[config.mk]
export PLATFORM = sky130hd
export DESIGN_NAME = dram_strobe_ctrl
export DESIGN_NICKNAME = d
export VERILOG_FILES = /design/src/rtl/dsc_pkg.sv /design/src/rtl/dsc_edge.sv /design/src/rtl/dsc_ref_ctr.sv /design/src/rtl/dram_strobe_ctrl.sv
export SDC_FILE = /design/constraint.sdc
export NUM_CORES = 1
export LEC_CHECK = 0
export BUFFER_PORTS_ARGS = -buffer_cell sky130_fd_sc_hd__buf_2
export CORE_MARGIN = 1.5
export CORE_UTILIZATION = 52
export DETAILED_ROUTE_END_ITERATION = 8
export PLACE_DENSITY = 0.8
export SLEW_MARGIN = 10
export SYNTH_ARGS = -nofsm -noshare
export SYNTH_HDL_FRONTEND = slang
export SYNTH_SLANG_ARGS = --single-unit
[constraint.sdc]
create_clock -name clk_i -period 2.7 [get_ports clk_i]
set_input_delay 0.27 -clock clk_i [delete_from_list [all_inputs] [get_ports clk_i]]
set_output_delay 0.27 -clock clk_i [all_outputs]
set_load 0.02 [all_outputs]
[src/rtl/dsc_pkg.sv]
package dsc_pkg;
  typedef enum logic [2:0] {
    CYC_IDLE   = 3'd0,
    CYC_READ   = 3'd1,
    CYC_WRITE  = 3'd2,
    CYC_RONLY  = 3'd3,
    CYC_CBR    = 3'd4,
    CYC_HIDDEN = 3'd5
  } cyc_e;

  typedef enum logic [1:0] {
    M_IDLE,
    M_ACCESS,
    M_REFRESH
  } mode_e;
endpackage

[src/rtl/dsc_edge.sv]
module dsc_edge #(
  parameter int unsigned N = 3
) (
  input  logic         clk_i,
  input  logic         rst_ni,
  input  logic [N-1:0] sig_i,
  output logic [N-1:0] fall_o,
  output logic [N-1:0] rise_o
);
  logic [N-1:0] prev_q;

  for (genvar g = 0; g < N; g++) begin : g_bit
    always_ff @(posedge clk_i or negedge rst_ni) begin
      if (!rst_ni) prev_q[g] <= 1'b1;  // strobes idle high
      else         prev_q[g] <= sig_i[g];
    end
    assign fall_o[g] = prev_q[g] & ~sig_i[g];
    assign rise_o[g] = ~prev_q[g] & sig_i[g];
  end
endmodule

[src/rtl/dsc_ref_ctr.sv]
module dsc_ref_ctr #(
  parameter int unsigned W = 10
) (
  input  logic         clk_i,
  input  logic         rst_ni,
  input  logic         step_i,
  output logic [W-1:0] cnt_o
);
  always_ff @(posedge clk_i or negedge rst_ni) begin
    if (!rst_ni)     cnt_o <= '0;
    else if (step_i) cnt_o <= cnt_o + 1'b1;  // natural wrap
  end
endmodule

[src/rtl/dram_strobe_ctrl.sv]
module dram_strobe_ctrl #(
  parameter int unsigned ADDR_W = 10,
  parameter int unsigned BYTES  = 2
) (
  input  logic              clk_i,
  input  logic              rst_ni,
  input  logic              ras_ni,
  input  logic              ucas_ni,
  input  logic              lcas_ni,
  input  logic              we_ni,
  input  logic              oe_ni,
  input  logic [ADDR_W-1:0] addr_i,
  output logic [ADDR_W-1:0] row_addr_o,
  output logic              act_o,
  output logic [ADDR_W-1:0] col_addr_o,
  output logic [BYTES-1:0]  rd_stb_o,
  output logic [BYTES-1:0]  wr_stb_o,
  output logic              dq_oe_o,
  output logic [2:0]        cyc_o
);
  import dsc_pkg::*;

  localparam int unsigned NSTB = BYTES + 1;

  logic [NSTB-1:0]   stb, fall, rise;
  logic [BYTES-1:0]  cas_low, cas_fall;
  logic [ADDR_W-1:0] ref_cnt;
  logic              ras_fall, all_idle, ref_step;

  mode_e             mode_q, mode_d;
  cyc_e              cyc_q, cyc_d;
  logic              held_q, held_d;
  logic [ADDR_W-1:0] row_d, col_d;
  logic [BYTES-1:0]  rd_d, wr_d;
  logic              act_d, dq_oe_d;

  assign stb      = {ucas_ni, lcas_ni, ras_ni};
  assign ras_fall = fall[0];
  assign cas_fall = fall[NSTB-1:1];
  assign cas_low  = ~stb[NSTB-1:1];
  assign all_idle = &stb;

  dsc_edge #(.N(NSTB)) i_edge (
    .clk_i  (clk_i),
    .rst_ni (rst_ni),
    .sig_i  (stb),
    .fall_o (fall),
    .rise_o (rise)
  );

  dsc_ref_ctr #(.W(ADDR_W)) i_ref (
    .clk_i  (clk_i),
    .rst_ni (rst_ni),
    .step_i (ref_step),
    .cnt_o  (ref_cnt)
  );

  always_comb begin
    mode_d   = mode_q;
    cyc_d    = cyc_q;
    held_d   = held_q;
    row_d    = row_addr_o;
    col_d    = col_addr_o;
    rd_d     = '0;
    wr_d     = '0;
    act_d    = 1'b0;
    ref_step = 1'b0;

    if (ras_ni) begin
      mode_d = M_IDLE;
      cyc_d  = CYC_IDLE;
    end

    if (ras_fall) begin
      act_d = 1'b1;
      if (|cas_low) begin
        // counter-driven refresh; hidden when read data still held
        row_d    = ref_cnt;
        ref_step = 1'b1;
        mode_d   = M_REFRESH;
        cyc_d    = held_q ? CYC_HIDDEN : CYC_CBR;
      end else begin
        row_d  = addr_i;
        mode_d = M_ACCESS;
        cyc_d  = CYC_RONLY;
        held_d = 1'b0;
      end
    end else if (mode_q == M_ACCESS && !ras_ni) begin
      if (|cas_fall) begin
        col_d = addr_i;
        if (!we_ni) begin
          wr_d   = cas_fall;
          cyc_d  = CYC_WRITE;
          held_d = 1'b0;
        end else begin
          rd_d   = cas_fall;
          cyc_d  = CYC_READ;
          held_d = 1'b1;
        end
      end else if (!(|cas_low)) begin
        col_d = addr_i;  // transparent column latch
      end
    end

    if (all_idle) held_d = 1'b0;
    dq_oe_d = held_d & ~oe_ni;
  end

  always_ff @(posedge clk_i or negedge rst_ni) begin
    if (!rst_ni) begin
      mode_q     <= M_IDLE;
      cyc_q      <= CYC_IDLE;
      held_q     <= 1'b0;
      row_addr_o <= '0;
      col_addr_o <= '0;
      rd_stb_o   <= '0;
      wr_stb_o   <= '0;
      act_o      <= 1'b0;
      dq_oe_o    <= 1'b0;
    end else begin
      mode_q     <= mode_d;
      cyc_q      <= cyc_d;
      held_q     <= held_d;
      row_addr_o <= row_d;
      col_addr_o <= col_d;
      rd_stb_o   <= rd_d;
      wr_stb_o   <= wr_d;
      act_o      <= act_d;
      dq_oe_o    <= dq_oe_d;
    end
  end

  assign cyc_o = cyc_q;

  logic unused_rise;
  assign unused_rise = ^rise;
endmodule

==> results of run 1 <==
[routing by layer]
layer,GRT usage (%),vias up
li1,-,620
met1,23.2,608
met2,27.9,33
met3,5.59,8
met4,6.67,0
met5,0,-
[timing repair]
action	in CTS	in global routing
buffers inserted	0	0
endpoints found under the hold margin	0	1
hold buffers	0	1
[cell type report]
| cell class | instances | area [sq um] | share of cell area [%] |
|---|---|---|---|
| Inverter | 6 | 22.5 | 1.02 |
| Clock buffer | 6 | 41.3 | 1.87 |
| Timing Repair Buffer | 47 | 243 | 11.0 |
| Tap cell | 46 | 57.6 | 2.61 |
| Clock inverter | 2 | 35.0 | 1.59 |
| Multi-Input combinational cell | 98 | 678 | 30.7 |
| Sequential cell | 45 | 1130 | 51.2 |
[logic make-up (layout without fill, tap and decap cells)]
family                     count (synthesis)  count (layout)  synth area share, %
AOI/OAI and AO/OA                         20              20                 7.10
and+or+nand+nor                           45              45                 11.3
xor gates and xnor gates                   9               9                 4.22
adders and majority gates                  1               1                0.670
buffers and inverters                     13              61                 3.21
DFF                                       45              45                 60.5
muxes                                     23              23                 13.1
[worst reg2reg max path: cells and delay by family, from the launching register on]
kind / cells / cell delay, ns
AO/OA/AOI/OAI: 1 / 0.42
multiplexers: 1 / 0.40
flip-flops: 1 / 0.43
AND/OR/NAND/NOR: 1 / 0.65
[sequential cells by signal, summed over array words and instances (netlist names)]
name           cells
row_addr_o        10
dq_oe_o            1
act_o              1
col_addr_o        10
held_q             1
rd_stb_o           2
mode_q             2
i_ref.cnt_o       10
i_edge.prev_q      3
cyc_o              3
wr_stb_o           2
[worst paths after layout]
kind	from	end	slack, ns	depth (start not counted)
setup reg to reg	i_edge.prev_q[0]	col_addr_o[1]	0.70	3
hold reg to reg	i_ref.cnt_o[9]	i_ref.cnt_o[9]	0.49	1
setup / recovery	i_edge.prev_q[0]	col_addr_o[1]	0.70	3
min in group asynchronous	rst_ni	col_addr_o[4]	0.05	1
hold / removal	lcas_ni	i_edge.prev_q[1]	0.04	1
max in group asynchronous	rst_ni	i_ref.cnt_o[0]	2.05	1
[stage by stage]
stage	instance area, sq um	setup WS [ns]	hold WS, ns
2_1_floorplan	1870	0.813	-0.0256
3_3_place_gp	2120	0.736	0.397
3_5_place_dp	2120	0.669	0.403
4_1_cts	2200	0.671	0.0102
5_1_grt	2210	0.605	0.0155
6_report	2210	0.703	0.0432
[report_power, final]
part | total (mW) | switching (mW) | internal [mW]
Clock | 0.397 | 0.203 | 0.194
Combinational | 0.344 | 0.197 | 0.147
Sequential | 0.869 | 0.0861 | 0.783
Total | 1.61 | 0.486 | 1.12
[cells in the mapped netlist, drive strengths merged (2+ instances only)]
master  number
dfrtp       42
nand2       19
mux2i       12
mux2        11
o21ai       11
nor2        10
xnor2        8
inv          6
buf          4
nand3        4
clkbuf       3
dfstp        3
a211oi       2
a21oi        2
nand2b       2
nand4        2
nor3         2
==> flow_results.org, run 1 <==
** Clock network
- The clock passes through at most 2 buffers.
- Post-CTS sizing :: 0
- TritonCTS created 5 clock buffers.
- After clock tree synthesis, the clock-pin slew on the worst setup and hold paths is 0.11 ns.
- The clock drives 45 sinks.
- The later pin in the worst-skew pair is clocked with a latency of 0.36 ns.
- CTS root buf :: sky130_fd_sc_hd__clkbuf_4
- The H-tree was split into 2 levels.
- TritonCTS built the clock tree.

** Pwr
- Leakage dissipation :: 1.11 nW
- In this run the power density over the cells is 729 mW/mm^2.
- Power Total :: 1.61 mW
- IR analysis of the VDD net gives a maximum drop of 0.000348 V.

** Floorplan
- Initial standard-cell utilization of the core :: 55.1%
- Die Width :: 62.9 um
- The die is 62.9 um tall.
- In this run the count of I/O pins placed on the die edge is 46.
- The floorplan has 21 rows.
- Area of the die :: 0.00396 sq mm
- Core outline area :: 0.00339 sq mm

** STA
- The max-slew violation count came to 0.
- Timing would allow up to 501 MHz.
- In the final timing run, aggregate negative setup slack is 0 ns.
- The final-report hold violation count is 0.
- Least-Margin Pin Slew :: 0.943 ns
- Total setup violations reported at the end of the flow :: 0
- Setup repair after global routing left no endpoint under its margin.
- In this run the tightest slew margin relative to its limit is 37.1%.
- Minimum period implied by the final worst setup slack :: 2.00 ns
- The worst path uses 74.0% of the clock period.
- Worst-case clock skew :: 0.0229 ns

** Routing
- Summed over all nets, wire length on met2 after detailed routing comes to 1480 um.
- Vias per cell :: 5.08
- Post-Route M1 WL :: 1510 um
- Starting DRC count in detailed routing :: 60
- The detailed router placed 1269 vias in this run.
- Routed WL per cell :: 13.0 um
- Number of remaining DRC errors :: 0
- After detailed routing, the total wire length is 3240 um.
- Wire segments on met3 add up to 190 um in the final route.
- Highest layer used for signal routing :: met4
- 1st-pass router iterations :: 4
- Number of nets still failing antenna checks after routing :: 0

** Setup path
- Of all nets on the critical path, the largest fanout is 10.
- STA classifies the critical path startpoint as a flip-flop.
- Kind of end point of the critical path :: flip-flop
- For the worst setup path, the data required time is 2.93 ns.
- The setup path with the least slack is of type flip-flop to flip-flop.
- Worst path arrival time :: 2.23 ns
- The cell family contributing the most delay on the critical path is simple AND/OR/NAND/NOR gates.
- Critical path, cell by cell :: or4b_1 -> a31oi_4 -> mux2_2
- Together, buffers and inverters on the worst path number 0.
- Largest stage delay, worst path :: 0.65 ns
- The slowest stage of the critical path is the sky130_fd_sc_hd__or4b_1 cell.

** Yosys
- Post-synthesis net count :: 174
- Number of warnings reported in the yosys synthesis log :: 0
- Area leader, netlist :: sky130_fd_sc_hd__dfrtp_1
- Synthesis produced 156 cells.
- In this run the cell area of the synthesized design comes to 0.00187 sq mm.
- Yosys cell types :: 31
- Sequential cells were found to cover 60.5% of the synthesized design area.
- Largest cells by area after synthesis :: sky130_fd_sc_hd__dfrtp_1, sky130_fd_sc_hd__mux2_2, sky130_fd_sc_hd__mux2i_1
- The top cell type by area accounts for 56.3% of the synthesized area.
- A synthesized cell averages 12.0 sq um.
- The synthesized design contains 45 register bits.
- EDFF count, synth :: 0
- In the synthesized netlist the dominant register cell turns out to be sky130_fd_sc_hd__dfrtp_1.
- For this run, asynchronously set or reset flops after synthesis account for 100%.

** Run status
- The run finished with clean final reports.

** Finish
- The library cells used most frequently in the layout, excluding fill and tap cells, are sky130_fd_sc_hd__buf_2, sky130_fd_sc_hd__dfrtp_1, sky130_fd_sc_hd__nand2_1.
- Layout filler cell count :: 275
- Area added between synthesis and finish :: 18.2%
- Utilization after layout :: 65.1%
- The repair_antennas step left the layout with diodes totalling 0.
- The finished layout holds 250 standard cells, fillers aside.
- Share of final-layout standard cells stronger than drive strength 1 :: 33.3%
- Number of nets in the layout :: 221
- Leaving out fill and tap cells, the most frequent cell in the layout is sky130_fd_sc_hd__buf_2.

** Place
- Placed Instances :: 241
- Weighted congestion reported at the end of routability-driven placement :: 0.796
- Final HPWL from detailed placement :: 2320 um
- Number of port buffers :: 45

** Worst hold path
- Hold Path Class :: input pin to flip-flop

** Global route
- Initial antenna violation count :: 0
- Pin count of the biggest net entering global routing :: 46
- The number of global-route vias before repair was 1198.
- The first global-routing pass estimated 5470 um of wire.
- Overall fraction of global-route tracks in use :: 17.8%
- Overflow left after global routing :: 0

** Job
- Max_cap viols :: 0
(Power assumes the default switching activity.)
==> run 2, diff against run 1 <==
--- a/config.mk
+++ b/config.mk
@@ -7,9 +7,9 @@
 export LEC_CHECK = 0
 export BUFFER_PORTS_ARGS = -buffer_cell sky130_fd_sc_hd__buf_2
 export CORE_MARGIN = 1.5
-export CORE_UTILIZATION = 52
+export CORE_UTILIZATION = 47
 export DETAILED_ROUTE_END_ITERATION = 8
-export PLACE_DENSITY = 0.8
+export PLACE_DENSITY = 0.77
 export SLEW_MARGIN = 10
 export SYNTH_ARGS = -nofsm -noshare
 export SYNTH_HDL_FRONTEND = slang
==> constraint.sdc (replaced) <==
create_clock -name clk_i -period 1.8 [get_ports clk_i]
set_input_delay 0.18 -clock clk_i [delete_from_list [all_inputs] [get_ports clk_i]]
set_output_delay 0.18 -clock clk_i [all_outputs]
set_load 0.02 [all_outputs]
==> flow_results.org, run 2 (synthesis results as in run 1) <==
** Run status
- The flow ran to the end, and the final reports show no timing, DRC or antenna violations.

** Setup path
- Walking the worst path, the cells encountered are or4b_4 -> a31oi_4 -> buf_12 -> mux2_2.
- Largest stage delay, worst path :: 0.56 ns (-0.09 ns)
- Slowest cell on the critical path :: sky130_fd_sc_hd__or4b_4
- The worst setup path is captured at a flip-flop.
- The highest net fanout along the worst path was 10 (unchanged).
- The worst setup path is of the flip-flop to flip-flop kind.
- The worst setup path is launched from a flip-flop.
- The data arrival time of the critical path came to 1.91 ns (-0.32 ns).
- Cell family contributing the most delay on the critical path :: simple AND/OR/NAND/NOR gates
- The data required time of the critical path was 1.99 ns (-0.94 ns).
- Bufs and invs on worst path :: 1 (+1)

** Pwr
- Highest ir drop seen on vdd :: 0.000594 V (+71%)
- Leakage dissipation :: 1.20 nW (+7.6%)
- The power density of the placed cells came to 1100 mW/mm^2 (+51%).
- The part of the total power dissipated in sequential elements is 49.8% (-4.2 points).
- The part of the total power dissipated in combinational logic came to 20.4% (-1.0 points).
- The relative contribution of the clock network to total power was 29.8% (+5.1 points).
- The internal power contribution was 1.86 mW (+66%).
- Sw Pwr :: 0.755 mW (+55%)
- The switching part of the total came to 28.9% (-1.3 points).

** Finish
- The number of nets at the end of the flow was 234 (+5.9%).
- Largest registers in the final layout :: col_addr_o x10, i_ref.cnt_o x10, row_addr_o x10
- Count of antenna diodes in the layout :: 0 (unchanged)
- The ratio of cells with drive above 1 in the final layout came to 37.3% (+4.0 points).
- Most frequent standard cell in the layout excluding fill and tap cells :: sky130_fd_sc_hd__buf_2
- Commonest cells after routing, fill and taps aside :: sky130_fd_sc_hd__buf_2, sky130_fd_sc_hd__dfrtp_1, sky130_fd_sc_hd__nand2_1
- Area added between synthesis and finish :: 27.7%

** Worst hold path
- The min-delay analysis places its worst path in the category input pin to flip-flop.

** Floorplan
- The die outline height was 66.0 um (+4.9%).
- The width of the die was 66.0 um (+4.9%).
- Core outline area :: 0.00374 sq mm (+10%)
- The number of placement rows is 22 (+4.8%).
- The boundary pin count was 46 (unchanged).
- The effective utilization at floorplan came to 49.9% (-5.2 points).
- Area of the die :: 0.00436 sq mm (+10%)

** Global route
- Overflow left after global routing :: 0 (unchanged)
- The overall fraction of global-route tracks in use was 18.8% (+0.97 points).
- The maximum number of pins on one net before global-route repair was 24 (-48%).
- The initial antenna violation count came to 0 (unchanged).
- The global-route wire length before repair was 6080 um (+11%).
- Number of global-route vias before repair :: 1403 (+17%)

** Clock network
- The tree is rooted in a sky130_fd_sc_hd__clkbuf_8.
- TritonCTS built the clock tree.
- The clock slew at the register clock pins of the worst setup and hold paths came to 0.08 ns (-0.03 ns).
- The clock latency reported for the late side of the worst-skew pair came to 0.30 ns (-0.06 ns).
- The number of sinks driven by the clock tree is 45 (unchanged).
- Deepest level of the CTS H-tree :: 2 (unchanged)
- The TritonCTS buffer count was 5 (unchanged).
- Max Root-Sink Buffers :: 2 (unchanged)

** Routing
- The count of nets left with antenna violations after detail routing was 0 (unchanged).
- Number of remaining DRC errors :: 0 (unchanged)
- The routed length per placed instance is 12.8 um (-1.6%).
- Overall routed net length :: 3380 um (+4.4%)
- Starting DRC count in detailed routing :: 55 (-8.3%)
- Routed via count :: 1327 (+4.6%)
- Vias per cell :: 5.01 (-1.3%)
- The iteration count of the initial detailed-routing pass is 4 (unchanged).

** STA
- The setup TNS came to 0 ns (unchanged).
- The max-slew violation count is 0 (unchanged).
- The final critical delay including setup and external delays was 1.72 ns (-0.276 ns).
- The transition time at the pin with the least slew margin is 0.525 ns (-0.418 ns).
- The part of the cycle the worst path needs is 95.6% (+22 points).
- Setup repair after global routing left no endpoint under its margin.
- The remaining max-slew budget at the tightest pin came to 65.0% (+28 points).
- Worst-case clock skew :: 0.00362 ns (-0.0193 ns)
- Fmax :: 581 MHz (+16%)
- Final hold violation count :: 0 (unchanged)
- Total setup violations reported at the end of the flow :: 0 (unchanged)
- The final worst hold slack was 0.0166 ns (-0.0266 ns).

** Place
- Weighted congestion reported at the end of routability-driven placement :: 0.722 (-9.2%)
- The quantity of I/O buffers inserted on ports is 45 (unchanged).
- Final HPWL from detailed placement :: 2450 um (+5.7%)

** Job
- Max_cap viols :: 0 (unchanged)
-- run 2: cell types whose count changed in the layout (fill, tap and decap cells not counted), moves of 2 or more --
cell                            before  now
sky130_fd_sc_hd__buf_4               1   10
sky130_fd_sc_hd__dlygate4sd3_1       1    3
sky130_fd_sc_hd__buf_12              0    2
sky130_fd_sc_hd__clkbuf_4            5    0
sky130_fd_sc_hd__clkbuf_8            0    6
-- run 2: layout make-up --
class                           instances  area, sq um
Clock buffer                            6         82.6
Clock inverter                          2         37.5
Fill cell                             326         1360
Inverter                                6         22.5
Multi-Input combinational cell         98          682
Sequential cell                        45         1130
Tap cell                               48         60.1
Timing Repair Buffer                   60          370
-- run 2: per-stage QoR --
stage	total power [mW]	utilization [%]	std cells	setup WS, ns	cell area [sq um]
2_1_floorplan	1.65	-	156	-0.0871	1870
3_3_place_gp	1.84	59.4	253	0.0695	2220
3_5_place_dp	1.86	59.4	253	0.0447	2220
4_1_cts	2.65	63.4	264	0.0339	2370
5_1_grt	2.77	63.7	265	0.0163	2380
6_report	2.62	63.7	265	0.0789	2380
-- run 2: timing repair --
action	4_1_cts	5_1_grt
hold buffers	3	0
endpoints found under the hold margin	22	0
setup buffers	0	1
setup endpoints to repair	0	10
gates resized for setup	0	1
-- run 2: power by group through the flow --
stage | Clock (mW) | Sequential [mW] | Combinational (mW)
4_1_cts | 0.802 | 1.31 | 0.543
3_3_place_gp | 0 | 1.32 | 0.526
2_1_floorplan | 0 | 1.42 | 0.230
6_report | 0.779 | 1.30 | 0.534
3_5_place_dp | 0 | 1.32 | 0.537
5_1_grt | 0.840 | 1.33 | 0.603
-- run 2: worst paths after layout --
check | depth (start not counted) | endpoint | slack (ns) | startpoint
max | 4 | col_addr_o[6] | 0.08 | i_edge.prev_q[0]
min | 2 | dq_oe_o | 0.02 | oe_ni
max reg2reg | 4 | col_addr_o[6] | 0.08 | i_edge.prev_q[0]
min reg2reg | 2 | row_addr_o[0] | 0.48 | row_addr_o[0]
max in group asynchronous | 3 | i_edge.prev_q[0] | 0.84 | rst_ni
min in group asynchronous | 2 | held_q | 0.39 | rst_ni
-- run 2: layer usage --
metal,vias up,track usage (%),share of wire (%),routed length [um]
met2,26,30.4,46,1560
met3,8,3.58,3.5,118
met4,0,9.95,2.4,80
met1,638,23.9,48,1620
li1,655,-,-,-
met5,-,0,0,0
